--- src/rtl/rotsh_pkg.sv ---
package rotsh_pkg;

    typedef enum logic [1:0] {
        FILL_ZERO_HI = 2'd0,
        FILL_SIGN_HI = 2'd1,
        FILL_ZERO_LO = 2'd2
    } fill_kind_e;

endpackage

--- src/rtl/rotsh_ctrl.sv ---
module rotsh_ctrl
    import rotsh_pkg::*;
#(
    parameter int WIDTH = 32,
    localparam int AMT_W = $clog2(WIDTH)
) (
    input  logic [AMT_W-1:0] amount_i,
    input  logic             dir_left_i,
    input  logic             arith_i,
    output logic [AMT_W-1:0] stage_sel_o,
    output logic             extra_en_o,
    output fill_kind_e       fill_kind_o,
    output logic [WIDTH-1:0] keep_mask_o
);

    localparam logic [WIDTH-1:0] ALL_ONES = '1;

    assign stage_sel_o = amount_i ^ {AMT_W{dir_left_i}};
    assign extra_en_o  = dir_left_i;

    always_comb begin
        if (dir_left_i) begin
            fill_kind_o = FILL_ZERO_LO;
            keep_mask_o = ALL_ONES << amount_i;
        end else begin
            fill_kind_o = arith_i ? FILL_SIGN_HI : FILL_ZERO_HI;
            keep_mask_o = ALL_ONES >> amount_i;
        end
    end

endmodule

--- src/rtl/rotsh_rotator.sv ---
module rotsh_rotator #(
    parameter int WIDTH       = 32,
    parameter bit EXTRA_FIRST = 1'b0,
    localparam int AMT_W = $clog2(WIDTH)
) (
    input  logic [WIDTH-1:0] data_i,
    input  logic [AMT_W-1:0] stage_sel_i,
    input  logic             extra_en_i,
    output logic [WIDTH-1:0] data_o
);

    logic [WIDTH-1:0] lvl [0:AMT_W+1];

    assign lvl[0] = data_i;

    generate
        if (EXTRA_FIRST) begin : g_extra_front
            assign lvl[1] = extra_en_i ? {lvl[0][0], lvl[0][WIDTH-1:1]} : lvl[0];
            for (genvar k = 0; k < AMT_W; k++) begin : g_stage
                localparam int S = 2 ** k;
                assign lvl[k+2] = stage_sel_i[k] ?
                    {lvl[k+1][S-1:0], lvl[k+1][WIDTH-1:S]} : lvl[k+1];
            end
        end else begin : g_extra_back
            for (genvar k = 0; k < AMT_W; k++) begin : g_stage
                localparam int S = 2 ** k;
                assign lvl[k+1] = stage_sel_i[k] ?
                    {lvl[k][S-1:0], lvl[k][WIDTH-1:S]} : lvl[k];
            end
            assign lvl[AMT_W+1] = extra_en_i ?
                {lvl[AMT_W][0], lvl[AMT_W][WIDTH-1:1]} : lvl[AMT_W];
        end
    endgenerate

    assign data_o = lvl[AMT_W+1];

    always_comb begin
        int unsigned eff;
        logic [WIDTH-1:0] expect_rot;
        eff = (int'(stage_sel_i) + int'(extra_en_i)) % WIDTH;
        expect_rot = (data_i >> eff) | ((eff == 0) ? '0 : (data_i << (WIDTH - eff)));

        rot_total_chk: assert (data_o == expect_rot)
            else $error("rotator output differs from total rotation");
    end

endmodule

--- src/rtl/rotsh_fill.sv ---
module rotsh_fill
    import rotsh_pkg::*;
#(
    parameter int WIDTH = 32
) (
    input  logic [WIDTH-1:0] rotated_i,
    input  logic [WIDTH-1:0] keep_mask_i,
    input  fill_kind_e       fill_kind_i,
    input  logic             sign_i,
    output logic [WIDTH-1:0] result_o
);

    always_comb begin
        unique case (fill_kind_i)
            FILL_ZERO_HI: result_o = rotated_i & keep_mask_i;
            FILL_SIGN_HI: result_o = (rotated_i & keep_mask_i) |
                                     ({WIDTH{sign_i}} & ~keep_mask_i);
            FILL_ZERO_LO: result_o = rotated_i & keep_mask_i;
            default:      result_o = rotated_i & keep_mask_i;
        endcase
    end

    always_comb begin

        fill_keep_chk: assert ((result_o & keep_mask_i) == (rotated_i & keep_mask_i))
            else $error("fill stage altered a kept bit");
    end

endmodule

--- src/rtl/rotsh_shifter.sv ---
module rotsh_shifter
    import rotsh_pkg::*;
#(
    parameter int WIDTH       = 32,
    parameter bit EXTRA_FIRST = 1'b0,
    localparam int AMT_W = $clog2(WIDTH)
) (
    input  logic [WIDTH-1:0] operand_i,
    input  logic [AMT_W-1:0] amount_i,
    input  logic             dir_left_i,
    input  logic             arith_i,
    output logic [WIDTH-1:0] result_o
);

    logic [AMT_W-1:0] stage_sel;
    logic             extra_en;
    fill_kind_e       fill_kind;
    logic [WIDTH-1:0] keep_mask;
    logic [WIDTH-1:0] rotated;

    rotsh_ctrl #(.WIDTH(WIDTH)) ctrl_i (
        .amount_i    (amount_i),
        .dir_left_i  (dir_left_i),
        .arith_i     (arith_i),
        .stage_sel_o (stage_sel),
        .extra_en_o  (extra_en),
        .fill_kind_o (fill_kind),
        .keep_mask_o (keep_mask)
    );

    rotsh_rotator #(.WIDTH(WIDTH), .EXTRA_FIRST(EXTRA_FIRST)) rot_i (
        .data_i      (operand_i),
        .stage_sel_i (stage_sel),
        .extra_en_i  (extra_en),
        .data_o      (rotated)
    );

    rotsh_fill #(.WIDTH(WIDTH)) fill_i (
        .rotated_i   (rotated),
        .keep_mask_i (keep_mask),
        .fill_kind_i (fill_kind),
        .sign_i      (operand_i[WIDTH-1]),
        .result_o    (result_o)
    );

    always_comb begin
        if (!dir_left_i && !arith_i) begin

            srl_ref_chk: assert (result_o == (operand_i >> amount_i))
                else $error("logical right shift mismatch");
        end
        if (!dir_left_i && arith_i) begin

            sra_ref_chk: assert (result_o == WIDTH'($signed(operand_i) >>> amount_i))
                else $error("arithmetic right shift mismatch");
        end
        if (dir_left_i) begin

            sll_ref_chk: assert (result_o == (operand_i << amount_i))
                else $error("left shift mismatch");
        end
        if (amount_i == '0) begin

            zero_amt_chk: assert (result_o == operand_i)
                else $error("zero amount did not pass operand through");
        end
    end

endmodule

--- config.mk ---
export PLATFORM = sky130hd
export DESIGN_NAME = rotsh_shifter
export DESIGN_NICKNAME = d
export VERILOG_FILES = /design/src/rtl/rotsh_pkg.sv /design/src/rtl/rotsh_ctrl.sv /design/src/rtl/rotsh_rotator.sv /design/src/rtl/rotsh_fill.sv /design/src/rtl/rotsh_shifter.sv
export SDC_FILE = /design/constraint.sdc
export NUM_CORES = 1
export LEC_CHECK = 0
export ABC_AREA = 0
export ABC_CLOCK_PERIOD_IN_PS = 3200
export BUFFER_PORTS_ARGS = -buffer_cell sky130_fd_sc_hd__buf_2
export CORE_AREA = 4 4 100 102
export DETAILED_ROUTE_END_ITERATION = 10
export DIE_AREA = 0 0 104 106
export GPL_TIMING_DRIVEN = 0
export PLACE_DENSITY = 0.84
export SLEW_MARGIN = 20
export SYNTH_ARGS = -nofsm -noshare
export SYNTH_HDL_FRONTEND = slang
export SYNTH_SLANG_ARGS = --single-unit
--- constraint.sdc ---
create_clock -name vclk -period 3.2
set_input_delay 0.32 -clock vclk [all_inputs]
set_output_delay 0.32 -clock vclk [all_outputs]
set_load 0.005 [all_outputs]
Word-level counts from Yosys, hierarchy flattened
Index checks and enable logic that the tools add are counted.
- latch bits: 0
- input bits: 39
- register bits after elaboration: 0
- memories kept: 0
- RAM bits: 0
- bits in read-only memories: 0
- word-level logic and storage cells: 18
- output and inout bits: 32
- multiply operators: 0
- equal/unequal tests: 1
- div/mod/pow operators: 0
- bitwise gates (word level): 5
- reduce and logical (&&, ||, !) cells: 0
- shifts and indexed selects: 2
- muxes and demuxes: 10
- $add $sub $neg: 0
- order comparisons: 0
- operators with widths (operator ; number):
    2-to-1 mux 32 bit ; 8
    bitwise AND 32 bit ; 2
    NOT 32 bit ; 1
    bitwise OR 32 bit ; 1
    << shifter 32 x 5 -> 32 bit, first input constant ; 1
    >> shifter 32 x 5 -> 32 bit, first input constant ; 1
    XOR 5 bit ; 1
    equality test 2 x 1 -> 1 bit, second input constant ; 1
    2-to-1 mux 2 bit ; 1
    2-to-1 mux 1 bit ; 1

Longest topological paths before layout
- depth in word-level cells: 10
- mapped depth: 11

Cells and area by module
From an unflattened synthesis, not the netlist that was laid out.
- cell total of the unflattened synthesis: 330
- area, all modules: 3355.7 sq um
- modules (own cells, without submodules) (module ; times used ; area each (sq um) ; seq. area each (sq um) ; cells an instance):
    rotsh_rotator ; 1 ; 2314.7 ; 0.0 ; 159
    rotsh_ctrl ; 1 ; 594.3 ; 0.0 ; 103
    rotsh_fill ; 1 ; 446.7 ; 0.0 ; 68

Worst setup path after synthesis
No wires, ideal clock.
- kind: input-to-output
- from: input amount_i[2]
- to: output result_o[6]
- data required time: 2.880 ns
- arrival: 2.213 ns
- stages on the path: 10
- slack: 0.667 ns
- buffers on the path: 3
- path through: buf_2 -> buf_2 -> buf_2 -> nand2_1 -> o221ai_1 -> a211oi_1 -> a32oi_1 -> a221o_1 -> mux2_2 -> o21ai_1
- longest elaborated chain between the ends: 8
- ends and longest elaborated chain (item ; line ; source):
    start, declared ; rotsh_shifter.sv:9 ; input logic [AMT_W-1:0] amount_i,
    branches (longest 7 deep; another with >> shifter 32 x 5 -> 32 bit) ; - ;
    2-to-1 mux 32 bit * ; - ;
    end, declared ; rotsh_shifter.sv:12 ; output logic [WIDTH-1:0] result_o
Mark *: on every way between the ends.

Final worst setup path
- from: input amount_i[1]
- to: output result_o[2]
- longest elaborated chain between the ends: 9
- ends and longest elaborated chain (item ; line ; source):
    XOR 5 bit ; rotsh_ctrl.sv:18 ; assign stage_sel_o = amount_i ^ {AMT_W{dir_left_i}};
    2-to-1 mux 32 bit (4 in a row) ; rotsh_rotator.sv:27 ; assign lvl[k+1] = stage_sel_i[k] ?
    2-to-1 mux 32 bit ; rotsh_rotator.sv:30 ; assign lvl[AMT_W+1] = extra_en_i ?
    bitwise AND 32 bit ; - ;
    bitwise OR 32 bit ; rotsh_fill.sv:16 ; FILL_SIGN_HI: result_o = (rotated_i & keep_mask_i) |
    2-to-1 mux 32 bit * ; - ;
Mark *: on every way between the ends. The rest lies on a longest branch, timed or not.

==> results_dict.tcl <==
set metrics [dict create \
    status "finished with violations" \
    violations "negative setup slack" \
    start_kind "input port" \
    power_density_mw_per_mm2 227 \
    power_frac_seq 0 \
    final_util 0.606 \
    gr-total-overflow 0 \
    grt_pass1_wl_um 37600 \
    fmax_mhz 310 \
    dpl.hpwl_um 19300 \
    grt_util_met2 0.604 \
    dp_slack_ns -0.336 \
    worst_path_most_repeated_cell "buf_2" \
    io_buffer_count 68 \
    drt_iter0_drc 1410 \
    synth_common_cells "nand2_1, a21oi_1, nor2_1, mux2_2" \
    crit_fanout 10 \
    use_met1 0.559 \
    synthAdderAreaFrac 0 \
    hold_viol 0 \
    relSlewSlack 0.281 \
    p_sw_uw 787 \
    ant_nets 0 \
    critPathKind "in -> out" \
    grt_util_met3 0.184 \
    syn_nets 707 \
    top_usage_layer "met2" \
    peakVddDrop_mv 0.138 \
    min_period_ns 3.22 \
    maxSlewViolCount 0 \
    cp_data_required_time_ns 2.88 \
    critPathCaptureType "primary output" \
    diodes 0 \
    setup_ws_ns -0.0214 \
    dp_cells 847 \
    drv_cap 0 \
    synth_top_area_cell "mux2_2" \
    synthCells 668 \
    arrival_ns 2.90 \
    boundaryPins 71 \
    num-clock-buffers 0 \
    netlist_area_mm2 0.00462 \
    routed_wl_um 25500 \
    max_stage_delay_ns 0.39 \
    yosysTopAreaCellShare 0.105 \
    dr.pass1.iters 8 \
    ys_warn_count 0 \
    hold_path_class "in -> out" \
    cts_hold_buf 0 \
    whs_path_depth 5 \
    synth.distinct_cells 69 \
    synth.area.top_cells "mux2_2, mux2i_1, mux4_2" \
    die_w_um 104 \
    seqCellArea_um2 0 \
    synthMostInstantiatedCell "nand2_1" \
    synth_compound_area_frac 0.410 \
    wl_per_cell_um 29.5 \
    tightest_slew_ns 1.07 \
    synth_top_family_by_area "compound AO/OA/AOI/OAI gates" \
    ys_seq_area_frac 0 \
    grt_setup_unrepaired "yes" \
    seq_cell_count 0 \
    remaining_drc_errors 0 \
    synth_simple_gate_area_frac 0.228 \
    holdWs_ns 1.28 \
    syn-mean-instance-area_um2 6.92 \
    combPwrFrac 1.000 \
    synthXorXnorAreaFrac 0.00974 \
    leakagePower_nw 2.12 \
    finalSetupViolCount 3 \
    clkPwrFrac 0 \
    layout-drive-gt1-share 0.335 \
    tns_ns -0.0386 \
    grt_pass1_vias 6394 \
    rows 35 \
    crit_chain "buf_2, buf_4, buf_4, nand2b_1, buf_2, nor2_1, a211oi_2, nand3_1, a32oi_1, a21oi_1, a2111oi_2, buf_2" \
    vias_per_cell 8.23 \
    die_h_um 106 \
    p_int_uw 465 \
    syn2layout_area_growth_pct 19.3 \
    synthMuxAreaShare 0.262 \
    antenna_found_initial 0 \
    routabilityCongestion 1.17 \
    num-nets-final 794 \
    crit_path_top_delay_cell "a211oi_2" \
    start_util 0.508 \
    grt_max_degree 11 \
    swShare 0.628 \
    dieArea_mm2 0.0110 \
    vias 7107 \
    grt_usage 0.428 \
    final_cells 864 \
    fin_crit_sh 1.01 \
    core_area_mm2 0.00911 \
]
[cell families after synthesis]
logic type	count (synthesis)
compound gates	275
simple gates	211
mux	98
buf+inv	81
xor+xnor	3
[repair_timing]
action | CTS | global route
setup buffers | 5 | 14
pin swaps | 3 | 6
endpoints found under the setup margin | 31 | 32
resized for setup | 26 | 53
[per-layer routing]
metal  vias to the layer above  share of wire
li1                       2863              -
met1                      3184           0.35
met2                       838           0.39
met3                       222           0.19
met4                         0          0.072
met5                         -              0
[worst paths after layout]
path | startpoint | endpoint | slack, ns
max | amount_i[1] | result_o[2] | -0.02
min | arith_i | result_o[10] | 1.28
[per-stage QoR]
stage | total power, mW | instance area, um^2
after floorplan | 0.701 | 4620
after CTS | 1.11 | 5230
after global routing | 1.29 | 5520
final | 1.25 | 5520
after detailed placement | 1.08 | 5100
after global placement | 1.07 | 5100
[worst max-delay path: cells and delay by family]
kind / cells / cell delay [ns]
AOI/OAI and AO/OA: 4 / 1.14
buffers and inverters: 5 / 0.95
and+or+nand+nor: 3 / 0.48
[cell usage in the layout, fill, tap and decap left out, drive strengths merged, types with 4 or more instances in the layout]
cell,count
a2111oi,8
a211oi,13
a21oi,57
a221o,9
a221oi,4
a22oi,16
a31oi,9
a32oi,9
and2,6
buf,120
clkbuf,36
inv,10
mux2,43
mux2i,41
mux4,14
nand2,63
nand2b,6
nand3,28
nand4,4
nand4b,4
nor2,46
nor2b,7
nor3,16
nor4,4
o2111ai,6
o211ai,18
o21ai,45
o221ai,16
o22ai,36
o31ai,5
o32ai,4
or2,5
or4b,4
[power groups by stage]
stage	sequential (mW)	clock, mW	combinational [mW]
final	0	0	1.25
after global routing	0	0	1.29
after CTS	0	0	1.11
after detailed placement	0	0	1.08
after global placement	0	0	1.07
after floorplan	0	0	0.701
[layout make-up]
class	instances	area [um^2]
repair buffers	87	495
multi-input cells	587	4430
inverters	10	37.5
well taps	111	139
plain buffers	69	414
fillers	844	3590
Note: power is estimated with default switching activity, not from simulation.
